## src/rtl/proc_timer_pkg.sv

```systemverilog
`timescale 1ns/1ps
package proc_timer_pkg;

  typedef enum logic [1:0] {
    MD_OFF    = 2'b00,
    MD_ONDLY  = 2'b01,
    MD_OFFDLY = 2'b10,
    MD_PULSE  = 2'b11
  } tmr_mode_e;

  typedef enum logic [1:0] {
    ST_IDLE  = 2'b00,
    ST_TIME  = 2'b01,
    ST_LATCH = 2'b10
  } tmr_state_e;

endpackage

```

## src/rtl/proc_timer_rstsync.sv

```systemverilog
`timescale 1ns/1ps
module proc_timer_rstsync #(
  parameter int STAGES = 2
) (
  input  logic clk,
  input  logic rst_n,
  output logic rst_ok
);
  logic [STAGES-1:0] sync_q;
  logic [STAGES-1:0] sync_d;

  always_comb begin
    sync_d = {sync_q[STAGES-2:0], 1'b1};
  end

  always_ff @(posedge clk or negedge rst_n) begin
    if (!rst_n) sync_q <= '0;
    else        sync_q <= sync_d;
  end

  assign rst_ok = sync_q[STAGES-1];
endmodule

```

## src/rtl/proc_timer_cnt.sv

```systemverilog
`timescale 1ns/1ps
module proc_timer_cnt #(
  parameter int CNT_W = 16
) (
  input  logic             clk,
  input  logic             rst_ok,
  input  logic             clr,
  input  logic             adv,
  input  logic             run,
  input  logic [CNT_W-1:0] limit,
  output logic             hit
);
  localparam int EXT_W = CNT_W + 1;

  logic [CNT_W-1:0] cnt_q;
  logic [CNT_W-1:0] cnt_d;
  logic             cnt_en;
  logic [EXT_W-1:0] cnt_inc;

  always_comb begin
    cnt_inc = {1'b0, cnt_q} + EXT_W'(1);
    hit     = adv && (cnt_inc == {1'b0, limit});
    cnt_en  = clr || adv;
    cnt_d   = clr ? '0 : cnt_inc[CNT_W-1:0];
  end

  always_ff @(posedge clk or negedge rst_ok) begin
    if (!rst_ok)     cnt_q <= '0;
    else if (cnt_en) cnt_q <= cnt_d;
  end

  AST_CNT_BELOW_LIMIT: assert property (@(posedge clk) disable iff (!rst_ok)
    run |-> (cnt_q < limit));
  AST_CNT_FROZEN_NO_TICK: assert property (@(posedge clk) disable iff (!rst_ok)
    (!adv && !clr) |=> $stable(cnt_q));
endmodule

```

## src/rtl/proc_timer_fsm.sv

```systemverilog
`timescale 1ns/1ps
module proc_timer_fsm
  import proc_timer_pkg::*;
#(
  parameter int CNT_W = 16
) (
  input  logic             clk,
  input  logic             rst_ok,
  input  logic             din,
  input  logic             tick_en,
  input  tmr_mode_e        mode_in,
  input  logic [CNT_W-1:0] preset_in,
  input  logic             hit,
  output tmr_state_e       state,
  output tmr_mode_e        eff_mode,
  output logic             eff_pre_zero,
  output logic [CNT_W-1:0] limit,
  output logic             cnt_clr,
  output logic             cnt_adv
);
  tmr_state_e       state_q, state_d;
  tmr_mode_e        mode_q;
  logic [CNT_W-1:0] preset_q;
  logic             din_q;
  logic             din_rise;
  logic             cfg_en;
  logic             in_pre_zero;

  always_comb begin
    din_rise     = din && !din_q;
    cfg_en       = (state_q == ST_IDLE);
    in_pre_zero  = (preset_in == '0);
    eff_mode     = cfg_en ? mode_in : mode_q;
    eff_pre_zero = cfg_en ? in_pre_zero : (preset_q == '0);
    cnt_adv      = tick_en && (state_q == ST_TIME);
  end

  always_comb begin
    state_d = state_q;
    cnt_clr = 1'b0;
    case (state_q)
      ST_IDLE: begin
        if (!in_pre_zero) begin
          case (mode_in)
            MD_ONDLY:  if (din)      begin state_d = ST_TIME; cnt_clr = 1'b1; end
            MD_OFFDLY: if (din)      state_d = ST_LATCH;
            MD_PULSE:  if (din_rise) begin state_d = ST_TIME; cnt_clr = 1'b1; end
            default:   state_d = ST_IDLE;
          endcase
        end
      end
      ST_TIME: begin
        case (mode_q)
          MD_ONDLY: begin
            if (!din)     state_d = ST_IDLE;
            else if (hit) state_d = ST_LATCH;
          end
          MD_OFFDLY: begin
            if (din)      state_d = ST_LATCH;
            else if (hit) state_d = ST_IDLE;
          end
          MD_PULSE: if (hit) state_d = ST_IDLE;
          default:  state_d = ST_IDLE;
        endcase
      end
      ST_LATCH: begin
        case (mode_q)
          MD_ONDLY:  if (!din) state_d = ST_IDLE;
          MD_OFFDLY: if (!din) begin state_d = ST_TIME; cnt_clr = 1'b1; end
          default:   state_d = ST_IDLE;
        endcase
      end
      default: state_d = ST_IDLE;
    endcase
  end

  always_ff @(posedge clk or negedge rst_ok) begin
    if (!rst_ok) begin
      state_q <= ST_IDLE;
      din_q   <= 1'b0;
    end else begin
      state_q <= state_d;
      din_q   <= din;
    end
  end

  always_ff @(posedge clk or negedge rst_ok) begin
    if (!rst_ok) begin
      mode_q   <= MD_OFF;
      preset_q <= '0;
    end else if (cfg_en) begin
      mode_q   <= mode_in;
      preset_q <= preset_in;
    end
  end

  assign state = state_q;
  assign limit = preset_q;

  AST_CFG_HELD: assert property (@(posedge clk) disable iff (!rst_ok)
    (state_q != ST_IDLE) |=> ($stable(mode_q) && $stable(preset_q)));
  AST_ONDLY_RELEASE: assert property (@(posedge clk) disable iff (!rst_ok)
    (state_q == ST_LATCH && mode_q == MD_ONDLY && !din) |=> (state_q == ST_IDLE));
  AST_HOLD_ARM: assert property (@(posedge clk) disable iff (!rst_ok)
    (state_q == ST_LATCH && mode_q == MD_OFFDLY && !din) |=> (state_q == ST_TIME));
  AST_NO_RETRIGGER: assert property (@(posedge clk) disable iff (!rst_ok)
    (state_q == ST_TIME && mode_q == MD_PULSE && !hit) |=> (state_q == ST_TIME));
  AST_ZERO_STAYS_IDLE: assert property (@(posedge clk) disable iff (!rst_ok)
    (state_q == ST_IDLE && preset_in == '0) |=> (state_q == ST_IDLE));
endmodule

```

## src/rtl/proc_timer_out.sv

```systemverilog
`timescale 1ns/1ps
module proc_timer_out
  import proc_timer_pkg::*;
(
  input  logic       rst_ok,
  input  logic       din,
  input  tmr_state_e state,
  input  tmr_mode_e  eff_mode,
  input  logic       eff_pre_zero,
  output logic       dout,
  output logic       busy
);
  logic raw;

  always_comb begin
    case (eff_mode)
      MD_ONDLY:  raw = din && ((state == ST_LATCH) || ((state == ST_IDLE) && eff_pre_zero));
      MD_OFFDLY: raw = din || (state != ST_IDLE);
      MD_PULSE:  raw = (state == ST_TIME);
      default:   raw = 1'b0;
    endcase
    dout = rst_ok && raw;
    busy = rst_ok && (state != ST_IDLE);
  end
endmodule

```

## src/rtl/proc_timer.sv

```systemverilog
`timescale 1ns/1ps
module proc_timer
  import proc_timer_pkg::*;
#(
  parameter int CNT_W   = 16,
  parameter int SYNC_ST = 2
) (
  input  logic             clk,
  input  logic             rst_n,
  input  logic             tick_en,
  input  logic [1:0]       mode_sel,
  input  logic [CNT_W-1:0] preset,
  input  logic             din,
  output logic             dout,
  output logic             busy
);
  logic             rst_ok;
  tmr_state_e       state;
  tmr_mode_e        eff_mode;
  logic             eff_pre_zero;
  logic [CNT_W-1:0] limit;
  logic             cnt_clr;
  logic             cnt_adv;
  logic             hit;
  tmr_mode_e        mode_in;

  assign mode_in = tmr_mode_e'(mode_sel);

  proc_timer_rstsync #(.STAGES(SYNC_ST)) u_rst (
    .clk(clk), .rst_n(rst_n), .rst_ok(rst_ok)
  );

  proc_timer_fsm #(.CNT_W(CNT_W)) u_fsm (
    .clk(clk), .rst_ok(rst_ok), .din(din), .tick_en(tick_en),
    .mode_in(mode_in), .preset_in(preset), .hit(hit),
    .state(state), .eff_mode(eff_mode), .eff_pre_zero(eff_pre_zero),
    .limit(limit), .cnt_clr(cnt_clr), .cnt_adv(cnt_adv)
  );

  proc_timer_cnt #(.CNT_W(CNT_W)) u_cnt (
    .clk(clk), .rst_ok(rst_ok), .clr(cnt_clr), .adv(cnt_adv),
    .run(state == ST_TIME), .limit(limit), .hit(hit)
  );

  proc_timer_out u_out (
    .rst_ok(rst_ok), .din(din), .state(state), .eff_mode(eff_mode),
    .eff_pre_zero(eff_pre_zero), .dout(dout), .busy(busy)
  );

  AST_PULSE_HOLDS: assert property (@(posedge clk) disable iff (!rst_ok)
    (busy && state == ST_TIME && eff_mode == MD_PULSE && !hit) |=> dout);
  AST_DISABLED_IDLE: assert property (@(posedge clk) disable iff (!rst_ok)
    (!busy && mode_in == MD_OFF) |=> !busy);
endmodule

```

## config.mk

```make
export PLATFORM = sky130hd
export DESIGN_NAME = proc_timer
export DESIGN_NICKNAME = d
export VERILOG_FILES = /design/src/rtl/proc_timer_pkg.sv /design/src/rtl/proc_timer_rstsync.sv /design/src/rtl/proc_timer_cnt.sv /design/src/rtl/proc_timer_fsm.sv /design/src/rtl/proc_timer_out.sv /design/src/rtl/proc_timer.sv
export SDC_FILE = /design/constraint.sdc
export NUM_CORES = 1
export LEC_CHECK = 0
export BUFFER_PORTS_ARGS = -buffer_cell sky130_fd_sc_hd__buf_2
export CAP_MARGIN = 20
export CORE_MARGIN = 10
export CORE_UTILIZATION = 45
export DETAILED_ROUTE_END_ITERATION = 10
export GPL_TIMING_DRIVEN = 0
export SETUP_SLACK_MARGIN = 0.1
export SLEW_MARGIN = 40
export SYNTH_ARGS = -nofsm -noshare
export SYNTH_HDL_FRONTEND = slang
export SYNTH_SLANG_ARGS = --single-unit
```

## constraint.sdc

```tcl
create_clock -name clk -period 2.95 [get_ports clk]
set_clock_uncertainty 0.2 [all_clocks]
set_input_delay 0.295 -clock clk [delete_from_list [all_inputs] [get_ports clk]]
set_output_delay 0.295 -clock clk [all_outputs]
set_load 0.02 [all_outputs]
```

Word-level counts from Yosys, hierarchy flattened. Index checks and enable logic that the tools add are counted. Widths: inputs -> output; s select.

Flip-flop bits (word level): 39. Input port bits: 22. Logic and storage cells: 67.

Add/sub/neg operators: 1. Equal/unequal tests: 19. Multiplexer cells: 25. Reduce and logical (&&, ||, !) cells: 16.

Operators by type and width (count): $logic_not 16->1 (2); $mux 2 (11); $pmux 2 s3 (3); $add 16x1->17 const B (1); $eq 17x16->1 (1); $mux 16 (1); $eq 2x2->1 const B (7); $ne 3x3->1 const B (4); $eq 2x1->1 const B (4); $logic_and 1x1->1 (7); $reduce_and 7->1 (1); $mux 1 (6); $ne 4x4->1 const B (1); $pmux 1 s2 (2); $pmux 2 s2 (1); $logic_or 1x1->1 (3); $ne 3x2->1 const B (1); $pmux 1 s3 (1); $logic_not 2->1 (1); $ne 2x2->1 const B (1); $reduce_bool 2->1 (1); $logic_not 1->1 (1).

Depth between registers and ports, before layout. Gate-level depths: netlist of the first run.

Depth in word-level cells: 7. Depth in mapped cells: 8. Mapped depth without buffers: 7.

Cells and area by module. From an unflattened synthesis of the first run, not the netlist that was laid out.

Cell total of the unflattened synthesis: 255. Area, all modules: 2516.2 um2.

Modules (own cells, without submodules): proc_timer_cnt (instances 1, cells an instance 160, area each 1332.5 um2); proc_timer_fsm (instances 1, cells an instance 81, area each 1047.3 um2); proc_timer_out (instances 1, cells an instance 10, area each 68.8 um2); proc_timer_rstsync (instances 1, cells an instance 3, area each 53.8 um2); proc_timer (instances 1, cells an instance 1, area each 13.8 um2).

Worst setup path after synthesis of the first run. Ideal clock, no wire load.

Path type: reg-to-reg. Start point: register u_cnt.cnt_q[0]. End point: register u_fsm.state_q[1] (netlist: u_fsm.state[1]). Arrival: 1981 ps. Required time: 2631 ps. Slack: 650 ps. Stages on the path, launching flop included: 8. Period minus slack after synthesis: 2300 ps. Path through: dfrtp_1 ha_1 nand2_1 nor4_1 mux2_2 a211oi_1 nor4_2 o21a_1.

Cells in the longest elaborated chain, start to end: 7.

Ends and longest elaborated chain: from (decl) (line proc_timer_cnt.sv:15) `logic [CNT_W-1:0] cnt_q;`; from (signal assigned) (line proc_timer_cnt.sv:29) `else if (cnt_en) cnt_q <= cnt_d;`; $add 16x1->17 (*) (line proc_timer_cnt.sv:21) `cnt_inc = {1'b0, cnt_q} + EXT_W'(1);`; $eq 17x16->1 (*) (line proc_timer_cnt.sv:22) `hit = adv && (cnt_inc == {1'b0, limit});`; $logic_and 1x1->1 (*) (line proc_timer_cnt.sv:22); $mux 2 (2 in a row); $pmux 2 s3 (2 in a row); to (signal assigned) (line proc_timer_fsm.sv:82) `state_q <= state_d;`; to (decl) (line proc_timer_fsm.sv:21) `tmr_state_e state_q, state_d;`.

Mark *: on every way between the ends. The rest lies on a longest branch, timed or not. A chain may end at the register's enable or synchronous reset.

Final worst setup path of the first run.
Start point: register u_fsm.state_q[0] (netlist: u_fsm.state[0]). End point: output busy.

Cells in the longest elaborated chain, start to end: 2.

Ends and longest elaborated chain: $reduce_bool 2->1 (line proc_timer_out.sv:23) `busy = rst_ok && (state != ST_IDLE);`; $logic_and 1x1->1 (line proc_timer_out.sv:23); to (decl) (line proc_timer.sv:15) `output logic busy`.

Every way passes these cells.

==> results of run 1 <==
[registers in the layout, indices dropped and copies added (netlist names)]
name	cells
u_cnt.cnt_q	16
u_fsm.state	2
u_fsm.limit	16
u_fsm.mode_q	2
u_fsm.din_q	1
u_rst.sync_q	2
[where the power goes]
group	internal, mW	leakage [nW]	switching, mW	total [mW]
clock network	0.337	0.0644	0.197	0.534
logic	0.438	0.555	0.396	0.834
registers	0.691	0.492	0.161	0.851
total	1.47	1.11	0.754	2.22
[Yosys cell counts, drive strengths merged, types with 2 or more instances]
cell type,number,area share [%]
a211oi,2,0.62
a21oi,11,2.3
a22oi,2,0.62
a311oi,2,0.73
a31oi,2,0.52
buf,3,0.57
clkbuf,11,3.5
dfrtp,39,41
inv,4,0.62
mux2,17,8.0
nand2,11,1.7
nand2b,7,1.8
nand3,7,2.0
nand4,4,2.3
nor2,29,4.5
nor2b,4,1.0
nor3,6,1.2
nor3b,2,0.62
nor4,9,2.9
nor4b,4,1.5
o21a,2,0.62
o21ai,3,0.62
o22ai,2,0.52
or2,2,0.52
or3,4,1.1
xnor2,27,9.8
xor2,9,3.3
[final cells by class]
| type | count | area [um2] |
|---|---|---|
| repair buffers | 25 | 135 |
| fillers | 496 | 2360 |
| clock buffers | 5 | 68.8 |
| multi-input cells | 185 | 1330 |
| inverters | 4 | 15.0 |
| clock inverters | 3 | 67.6 |
| plain buffers | 14 | 97.6 |
| well taps | 70 | 87.6 |
| flip-flops and latches | 39 | 980 |
[kinds of logic (layout without fill, tap and decap cells)]
| logic type | after synthesis | after routing |
|---|---|---|
| and+or+nand+nor | 94 | 94 |
| DFF | 39 | 39 |
| xor gates and xnor gates | 36 | 36 |
| AOI/OAI and AO/OA | 35 | 35 |
| muxes | 18 | 18 |
| buffers and inverters | 18 | 51 |
| adders and majority gates | 1 | 1 |
| other | 1 | 1 |
[through the flow]
step           total power [mW]  worst slack [ns]
6_report                   2.22             0.277
5_1_grt                    2.39            0.0977
4_1_cts                    2.24             0.277
3_5_place_dp               1.70             0.311
3_3_place_gp               1.68             0.326
2_1_floorplan              1.51             0.650
[how the worst max path moves through the flow]
stage	to	startpoint	slack, ns	cells past startpoint
after global routing	busy	u_fsm.state[0]	0.1	6
final	busy	u_fsm.state[0]	0.28	6
after CTS	u_fsm.state[1]	u_cnt.cnt_q[0]	0.28	7
after global placement	u_fsm.state[1]	u_cnt.cnt_q[0]	0.33	7
after detailed placement	u_fsm.state[1]	u_cnt.cnt_q[0]	0.31	7
after floorplan	u_fsm.state[1]	u_cnt.cnt_q[0]	0.65	7
[cells in the final DEF (no fill, tap or decap), types with 3 or more instances in the layout]
cell and instances:
nor4_1 6, nor2_1 28, nor4_2 3, nand3_1 6, nor4b_1 4, xor2_1 9, nor3_1 6, mux2_2 17
dfrtp_1 38, nand2_1 11, clkbuf_8 9, inv_1 4, clkbuf_1 5, buf_2 25, or3_1 3, xnor2_1 27
a21oi_1 11, nor2b_1 4, nand2b_1 7, o21ai_0 3
[routing by layer]
metal / track usage [%] / vias up / wire length [um] / part of all wire, %
met5: 0 / - / 0 / 0
met4: 4.24 / 0 / 70 / 1.3
met3: 3.36 / 6 / 233 / 4.5
met2: 20.4 / 37 / 2390 / 46
met1: 16.6 / 903 / 2500 / 48
li1: - / 925 / - / -
[what timing repair did]
item | in CTS | in global routing
gates resized for setup | 0 | 2
hold buffers | 2 | 0
setup endpoints to repair | 0 | 11
hold endpoints to repair | 3 | 0
[critical path: cells and delay by family, from the launching register on]
kind / cells / cell delay [ns]
flip-flops: 1 / 0.38
AND/OR/NAND/NOR: 2 / 0.32
buffers and inverters: 4 / 1.18
==> flow_summary_export.csv, run 1 <==
group,metric,value,unit
status,status,"complete, no violations",
synthesis,synth_edf_count,0,
timing,setup_viol,0,
layout,fin_cells,345,
pwr,powerDensity,799,nW/um2
global_routing,overflow,0,
layout,finalNetCount,297,
critical_path,cp-end-kind,"primary output",
floorplanning,coreArea,5140,um2
clock_tree,clock_sinks,39,
clock_tree,path_clk_slew,0.09,ns
hold_path,min_path_type,"primary input to flop",
floorplanning,dieWidth,93.1,um
synthesis,synthAdderAreaFrac,0.520,%
clock_tree,cts_max_path_buffers,2,
critical_path,timing.rr.start,"u_cnt.cnt_q[0]",
floorplanning,start_util,46.8,%
route,avgViaCountPerCell,5.42,
layout,drive_above_1_share,24.7,%
floorplanning,num_io_pins,24,
clock_tree,postCtsSetupBuffers,0,
critical_path,worstPathRequired,2.46,ns
timing,slew_headroom,62.9,%
critical_path,cp_slowest_cell,"clkbuf_1",
synthesis,yosysWarnings,0,
synthesis,synth_xor_area_share,13.1,%
synthesis,synth_ff_type,"dfrtp_1",
timing,fin_crit_sh,90.6,%
layout,finalInstanceArea,2780,um2
timing,rsz0062_at_grt,"true",
route,vias,1871,
synthesis,syn-cell-area,2410,um2
synthesis,avgSynthCellArea,9.95,um2
route,drt_pass1_iterations,4,
timing,tns,0,ns
placement,io_buffers,23,
synthesis,synth_simple_gate_area_share,22.8,%
clock_tree,clk_latency,0.30,ns
critical_path,reg2reg_to,"u_fsm.state[1]",
timing,max_freq,374,MHz
clock_tree,numCtsBuffers,5,
synthesis,synthMuxAreaShare,8.37,%
timing,finalHoldViolations,0,
synthesis,synth_seq_area_share,40.5,%
critical_path,path_class,"flop to primary output",
hold_path,worstHoldStart,"preset[6]",
floorplanning,dieArea,8680,um2
placement,place_hpwl,3870,um
hold_path,hold_depth,2,
timing,drv_slew,0,
timing,period_needed,2.67,ns
synthesis,syn_inst,242,
clock_tree,cts_root_buf,"clkbuf_8",
placement,dp.cells,335,
global_routing,grt_pass1_vias,1878,
global_routing,grt_util_all_layers,12.9,%
timing,worstMarginPinSlew,0.551,ns
synthesis,synthDistinctLibCells,51,
pwr,p_leak,1.11,nW
critical_path,crit_chain,"clkbuf_1, nor2_1, clkbuf_1, buf_2, nor2b_1, buf_2",
placement,place_congestion,0.823,
clock_tree,cts_max_level,2,
floorplanning,std_cell_rows,26,
floorplanning,die_height,93.1,um
layout,syn_to_final_growth,15.4,%
route,routedWlPerCell,15.0,um
layout,diodes,0,
placement,place_area,2610,um2
timing,holdWs,0.0365,ns
route,wl,5190,um
route,ant_nets,0,
route,drt_iter0_drc,83,
synthesis,syn-num-nets,265,
hold_path,holdPathEnd,"u_fsm.limit[6]",
global_routing,grt_start_max_net_pins,40,
route,drcViolationCount,0,
synthesis,ys_async_sr_fraction,100,%
pwr,irDropWorstVdd,0.543,mV
critical_path,slowest_delay,0.46,ns
critical_path,cp_data_arrival_time,2.18,ns
synthesis,ys_seq_elements,39,
layout,final_util,54.1,%
job,maxCapViolCount,0,
global_routing,antenna_found_initial,0,
synthesis,synth_top_family_by_area,"simple AND/OR/NAND/NOR gates",
synthesis,synth_compound_area_share,9.88,%
clock_tree,cts_tree,"built",
critical_path,rr_worst_depth,7,
critical_path,timing.reg2reg.setup_slack,0.34,ns
critical_path,worst_setup_path_start_kind,"flop",
global_routing,grt_pass1_wl,9120,um
critical_path,crit_fanout,10,
Note: power is estimated with default switching activity, not from simulation.
==> inputs of run 2 (changes only) <==
CORE_ASPECT_RATIO = 0.5   (was not set)
PLACE_DENSITY = 0.65   (was not set)
==> run 2 against run 1 <==
Net effect:
- hold slack gained 0.014 ns
- clock power shrank 35%
- register-to-register slack lost 0.07 ns
- fmax shrank 0.16%
- largest cell class unchanged
- highest routed layer unchanged
==> flow_summary_export.csv, run 2 (synthesis gave the netlist of run 1 again) <==
group,metric,value,unit
global_routing,grt_pass1_vias,1867,
layout,diodes,0,
global_routing,grt_pass1_wl,8830,um
timing,max_freq,373,MHz
timing,setup_viol,0,
clock_tree,postCtsSetupBuffers,0,
layout,mostFrequentLayoutCells,"38 x dfrtp_1, 29 x nor2_1, 27 x xnor2_1",
timing,slew_headroom,63.0,%
critical_path,cp-end-kind,"flop",
hold_path,min_path_type,"primary input to flop",
timing,fin_crit_sh,90.8,%
critical_path,cp_top_family,"simple AND/OR/NAND/NOR gates",
timing,drv_slew,0,
clock_tree,cts_root_buf,"clkbuf_8",
timing,finalHoldViolations,0,
clock_tree,cts_max_path_buffers,2,
global_routing,overflow,0,
placement,place_hpwl,3960,um
global_routing,antenna_found_initial,0,
floorplanning,dieArea,8850,um2
layout,final_common_cell,"dfrtp_1",
critical_path,crit_chain,"ha_1, nand2_1, nor4_1, mux2_2, a211oi_1, nor4_2, o21a_1",
layout,drive_above_1_share,24.4,%
timing,worstMarginPinSlew,0.553,ns
clock_tree,cts_max_level,2,
critical_path,crit_buf_inv,0,
critical_path,worst_setup_path_start_kind,"flop",
route,avgViaCountPerCell,5.39,
job,maxCapViolCount,0,
placement,place_congestion,0.855,
pwr,p_leak,1.10,nW
clock_tree,path_clk_slew,0.08,ns
route,vias,1859,
status,status,"complete, no violations",
pwr,powerDensity,756,nW/um2
route,wl,5210,um
floorplanning,num_io_pins,24,
layout,final_util,53.9,%
critical_path,cp_slowest_cell,"dfrtp_1",
route,drcViolationCount,0,
critical_path,crit_fanout,9,
timing,tns,0,ns
pwr,irDropWorstVdd,0.602,mV
timing,period_needed,2.68,ns
floorplanning,start_util,47.7,%
placement,io_buffers,23,
floorplanning,coreArea,5040,um2
clock_tree,cts_tree,"built",
global_routing,grt_start_max_net_pins,40,
critical_path,slowest_delay,0.46,ns
route,drt_iter0_drc,61,
critical_path,path_class,"flop to flop",
route,routedWlPerCell,15.1,um
global_routing,grt_util_all_layers,12.2,%
pwr,report.power.total,2.06,mW
timing,worst_slack,0.273,ns
critical_path,worstPathRequired,2.93,ns
route,drt_pass1_iterations,4,
timing,rsz0062_at_grt,"false",
route,ant_nets,0,
clock_tree,clk_latency,0.29,ns
critical_path,cp_data_arrival_time,2.65,ns
layout,syn_to_final_growth,12.9,%
clock_tree,clock_sinks,39,
placement,place_ws,0.291,ns
timing,holdWs,0.0506,ns
clock_tree,numCtsBuffers,5,
placement,place_area,2610,um2
floorplanning,std_cell_rows,18,
floorplanning,dieWidth,123,um
layout,fin_cells,345,
floorplanning,die_height,71.7,um
layout,finalInstanceArea,2720,um2
layout,finalNetCount,297,
placement,dp.cells,335,
-- run 2: cell types whose count changed in the layout (fill, tap and decap cells not counted), sizes merged --
cell | before | now
clkinv | 0 | 3
clkinvlp | 1 | 0
bufinv | 2 | 0
-- run 2: layout make-up --
| class | count | area [um2] |
|---|---|---|
| Fill cell | 465 | 2330 |
| Multi-Input combinational cell | 185 | 1320 |
| Sequential cell | 39 | 980 |
| Timing Repair Buffer | 25 | 135 |
| Buffer | 14 | 98.8 |
| Tap cell | 70 | 87.6 |
| Clock buffer | 5 | 68.8 |
| Clock inverter | 3 | 15.0 |
| Inverter | 4 | 15.0 |
-- run 2: where the power goes --
part / total, mW / internal (mW) / leakage (nW) / switching (mW)
clock network: 0.346 / 0.162 / 0.0477 / 0.185
logic: 0.858 / 0.440 / 0.558 / 0.418
registers: 0.852 / 0.691 / 0.492 / 0.161
-- run 2: worst reg2reg max path, stage by stage (launching register included) --
cell	delay (ns)
dfrtp_1	0.46
ha_1	0.30
nand2_1	0.23
nor4_1	0.40
mux2_2	0.38
a211oi_1	0.29
nor4_2	0.12
o21a_1	0.18
-- run 2: final timing paths --
kind | depth (start not counted) | startpoint | slack [ns] | to
max | 7 | u_cnt.cnt_q[0] | 0.27 | u_fsm.state[1]
min | 2 | preset[7] | 0.05 | u_fsm.limit[7]
max reg2reg | 7 | u_cnt.cnt_q[0] | 0.27 | u_fsm.state[1]
min reg2reg | 0 | u_rst.sync_q[1] | 0.10 | u_fsm.din_q
max in group asynchronous | 0 | u_rst.sync_q[1] | 2.10 | u_cnt.cnt_q[8]
min in group asynchronous | 0 | u_rst.sync_q[1] | 0.10 | u_fsm.din_q
-- run 2: per-layer routing --
metal / vias up / global-route usage (%) / part of all wire, %
li1: 922 / - / -
met1: 895 / 15.7 / 50
met2: 40 / 20.1 / 46
met3: 2 / 2.81 / 3.7
met4: 0 / 3.08 / 0.65
met5: - / 0 / 0
-- run 2: what timing repair did --
action | in CTS | in global routing
hold buffers | 2 | 0
setup endpoints to repair | 0 | 1
gates resized for setup | 0 | 2
hold endpoints to repair | 3 | 0
==> inputs of run 3 (changes only) <==
--- a/config.mk
+++ b/config.mk
@@ -15,5 +15,4 @@
 export PLACE_DENSITY = 0.65
 export SETUP_SLACK_MARGIN = 0.1
-export SLEW_MARGIN = 40
 export SYNTH_ARGS = -nofsm -noshare
 export SYNTH_HDL_FRONTEND = slang
==> constraint.sdc (replaced) <==
create_clock -name clk -period 2.95 [get_ports clk]
set_clock_uncertainty 0.2 [all_clocks]
set_input_delay 0.59 -clock clk [delete_from_list [all_inputs] [get_ports clk]]
set_output_delay 0.59 -clock clk [all_outputs]
set_load 0.02 [all_outputs]
==> run 3 against run 2 <==
Net effect:
- combinational power increased by 3.3%
- utilization up 3.2 points
- global-route usage increased by 0.36 points
- setup slack worse by 0.14 ns
- clock power is 54% higher
- via count fell by 0.54%
- sequential share of layout area fell by 2.1 points
- power up 11%
==> flow_summary_export.csv, run 3 (synthesis gave the netlist of run 1 again) <==
group,metric,value,unit
route,drt_iter0_drc,76,
placement,io_buffers,23,
floorplanning,start_util,47.7,%
timing,holdWs,0.156,ns
timing,period_needed,2.82,ns
pwr,p_leak,1.14,nW
layout,syn_to_final_growth,19.6,%
hold_path,hold_depth,0,
clock_tree,cts_root_buf,"clkbuf_8",
route,vias,1849,
placement,place_area,2610,um2
critical_path,cp-end-kind,"primary output",
hold_path,worstHoldStart,"u_rst.sync_q[0]",
layout,fillers,455,
timing,rsz0062_at_grt,"true",
critical_path,crit_fanout,3,
global_routing,antenna_found_initial,0,
layout,mostFrequentLayoutCells,"38 x dfrtp_1, 27 x nor2_1, 27 x xnor2_1",
route,drt_pass1_iterations,4,
route,wl,5350,um
placement,dp.cells,335,
global_routing,grt_start_max_net_pins,40,
status,status,"complete, no violations",
clock_tree,cts_max_path_buffers,2,
floorplanning,num_io_pins,24,
layout,fin_cells,346,
global_routing,grt_pass1_vias,1900,
critical_path,rr_worst_depth,7,
critical_path,timing.rr.start,"u_cnt.cnt_q[0]",
critical_path,timing.reg2reg.setup_slack,0.33,ns
critical_path,worstPathRequired,2.16,ns
placement,place_congestion,0.855,
critical_path,worst_setup_path_start_kind,"primary input",
pwr,report.power.total,2.27,mW
timing,finalHoldViolations,0,
clock_tree,clk_latency,0.29,ns
timing,drv_slew,0,
route,routedWlPerCell,15.4,um
timing,setup_viol,0,
global_routing,grt_pass1_wl,9020,um
global_routing,overflow,0,
timing,max_freq,355,MHz
timing,fin_crit_sh,95.5,%
pwr,irDropWorstVdd,0.531,mV
clock_tree,path_clk_slew,0.07,ns
layout,diodes,0,
critical_path,path_class,"primary input to primary output",
floorplanning,dieWidth,123,um
job,maxCapViolCount,0,
floorplanning,coreArea,5040,um2
clock_tree,numCtsBuffers,5,
timing,worstMarginPinSlew,0.855,ns
floorplanning,die_height,71.7,um
pwr,powerDensity,789,nW/um2
floorplanning,std_cell_rows,18,
critical_path,reg2reg_to,"u_fsm.state[1]",
clock_tree,cts_tree,"built",
timing,tns,0,ns
floorplanning,dieArea,8850,um2
timing,slew_headroom,43.0,%
hold_path,min_path_type,"flop to flop",
hold_path,holdPathEnd,"u_rst.sync_q[1]",
layout,finalNetCount,298,
layout,finalInstanceArea,2880,um2
clock_tree,cts_max_level,2,
clock_tree,clock_sinks,39,
layout,final_common_cell,"dfrtp_1",
layout,drive_above_1_share,28.3,%
placement,place_hpwl,3970,um
global_routing,grt_util_all_layers,12.5,%
route,avgViaCountPerCell,5.34,
route,ant_nets,0,
route,drcViolationCount,0,
critical_path,cp_data_arrival_time,2.03,ns
-- run 3: cell types whose count changed in the layout (fill, tap and decap cells not counted), sizes merged --
cell         change
clkinv           -3
buf              +2
bufinv           +2
clkinvlp         +1
dlygate4sd3      -1
-- run 3: routing by layer --
layer	share of wire, %	GRT usage, %
met5	0	0
met4	0.92	3.85
met3	3.2	2.89
met2	46	20.4
met1	50	16.1
-- run 3: through the flow --
step / utilization, % / setup slack, ns
final: 57.1 / 0.133
after global routing: 57.1 / 0.00605
after CTS: 55.1 / -0.0817
after detailed placement: 51.8 / -0.227
after global placement: 51.7 / -0.230
after floorplan: - / 0.420
-- run 3: how the worst max path moves through the flow --
stage	from	to	slack (ns)
6_report	preset[6]	dout	0.13
3_3_place_gp	preset[10]	dout	-0.23
5_1_grt	preset[7]	dout	0.006
4_1_cts	preset[2]	dout	-0.08
3_5_place_dp	preset[10]	dout	-0.23
2_1_floorplan	preset[10]	dout	0.42
-- run 3: power breakdown --
| group | internal [mW] | leakage, nW | switching [mW] |
|---|---|---|---|
| combinational | 0.457 | 0.584 | 0.429 |
| sequential | 0.690 | 0.492 | 0.164 |
| clock | 0.337 | 0.0644 | 0.195 |
| total | 1.48 | 1.14 | 0.789 |
-- run 3: critical path, stage by stage --
cell and delay [ns]:
buf_4 0.12, nor4_4 0.29, nand4_1 0.23, nor2_2 0.21, a22oi_2 0.08, nor4b_2 0.23
o21a_1 0.15, buf_6 0.12
-- run 3: cell type report --
type                       count  area, um2  share of cell area (%)
multi-input combinational    185       1390                    48.1
tap                           70       87.6                    3.04
clock buffer                   5       68.8                    2.39
buffer                        14        100                    3.48
inverter                       4       15.0                   0.521
timing repair buffer          26        178                    6.17
sequential                    39        977                    33.9
clock inverter                 3       67.6                    2.35
-- run 3: timing repair --
action | CTS | global route
hold buffers | 1 | 0
hold endpoints to repair | 2 | 0
buffers inserted | 0 | 2
setup endpoints to repair | 2 | 3
pin swaps | 0 | 8
resized for setup | 4 | 22
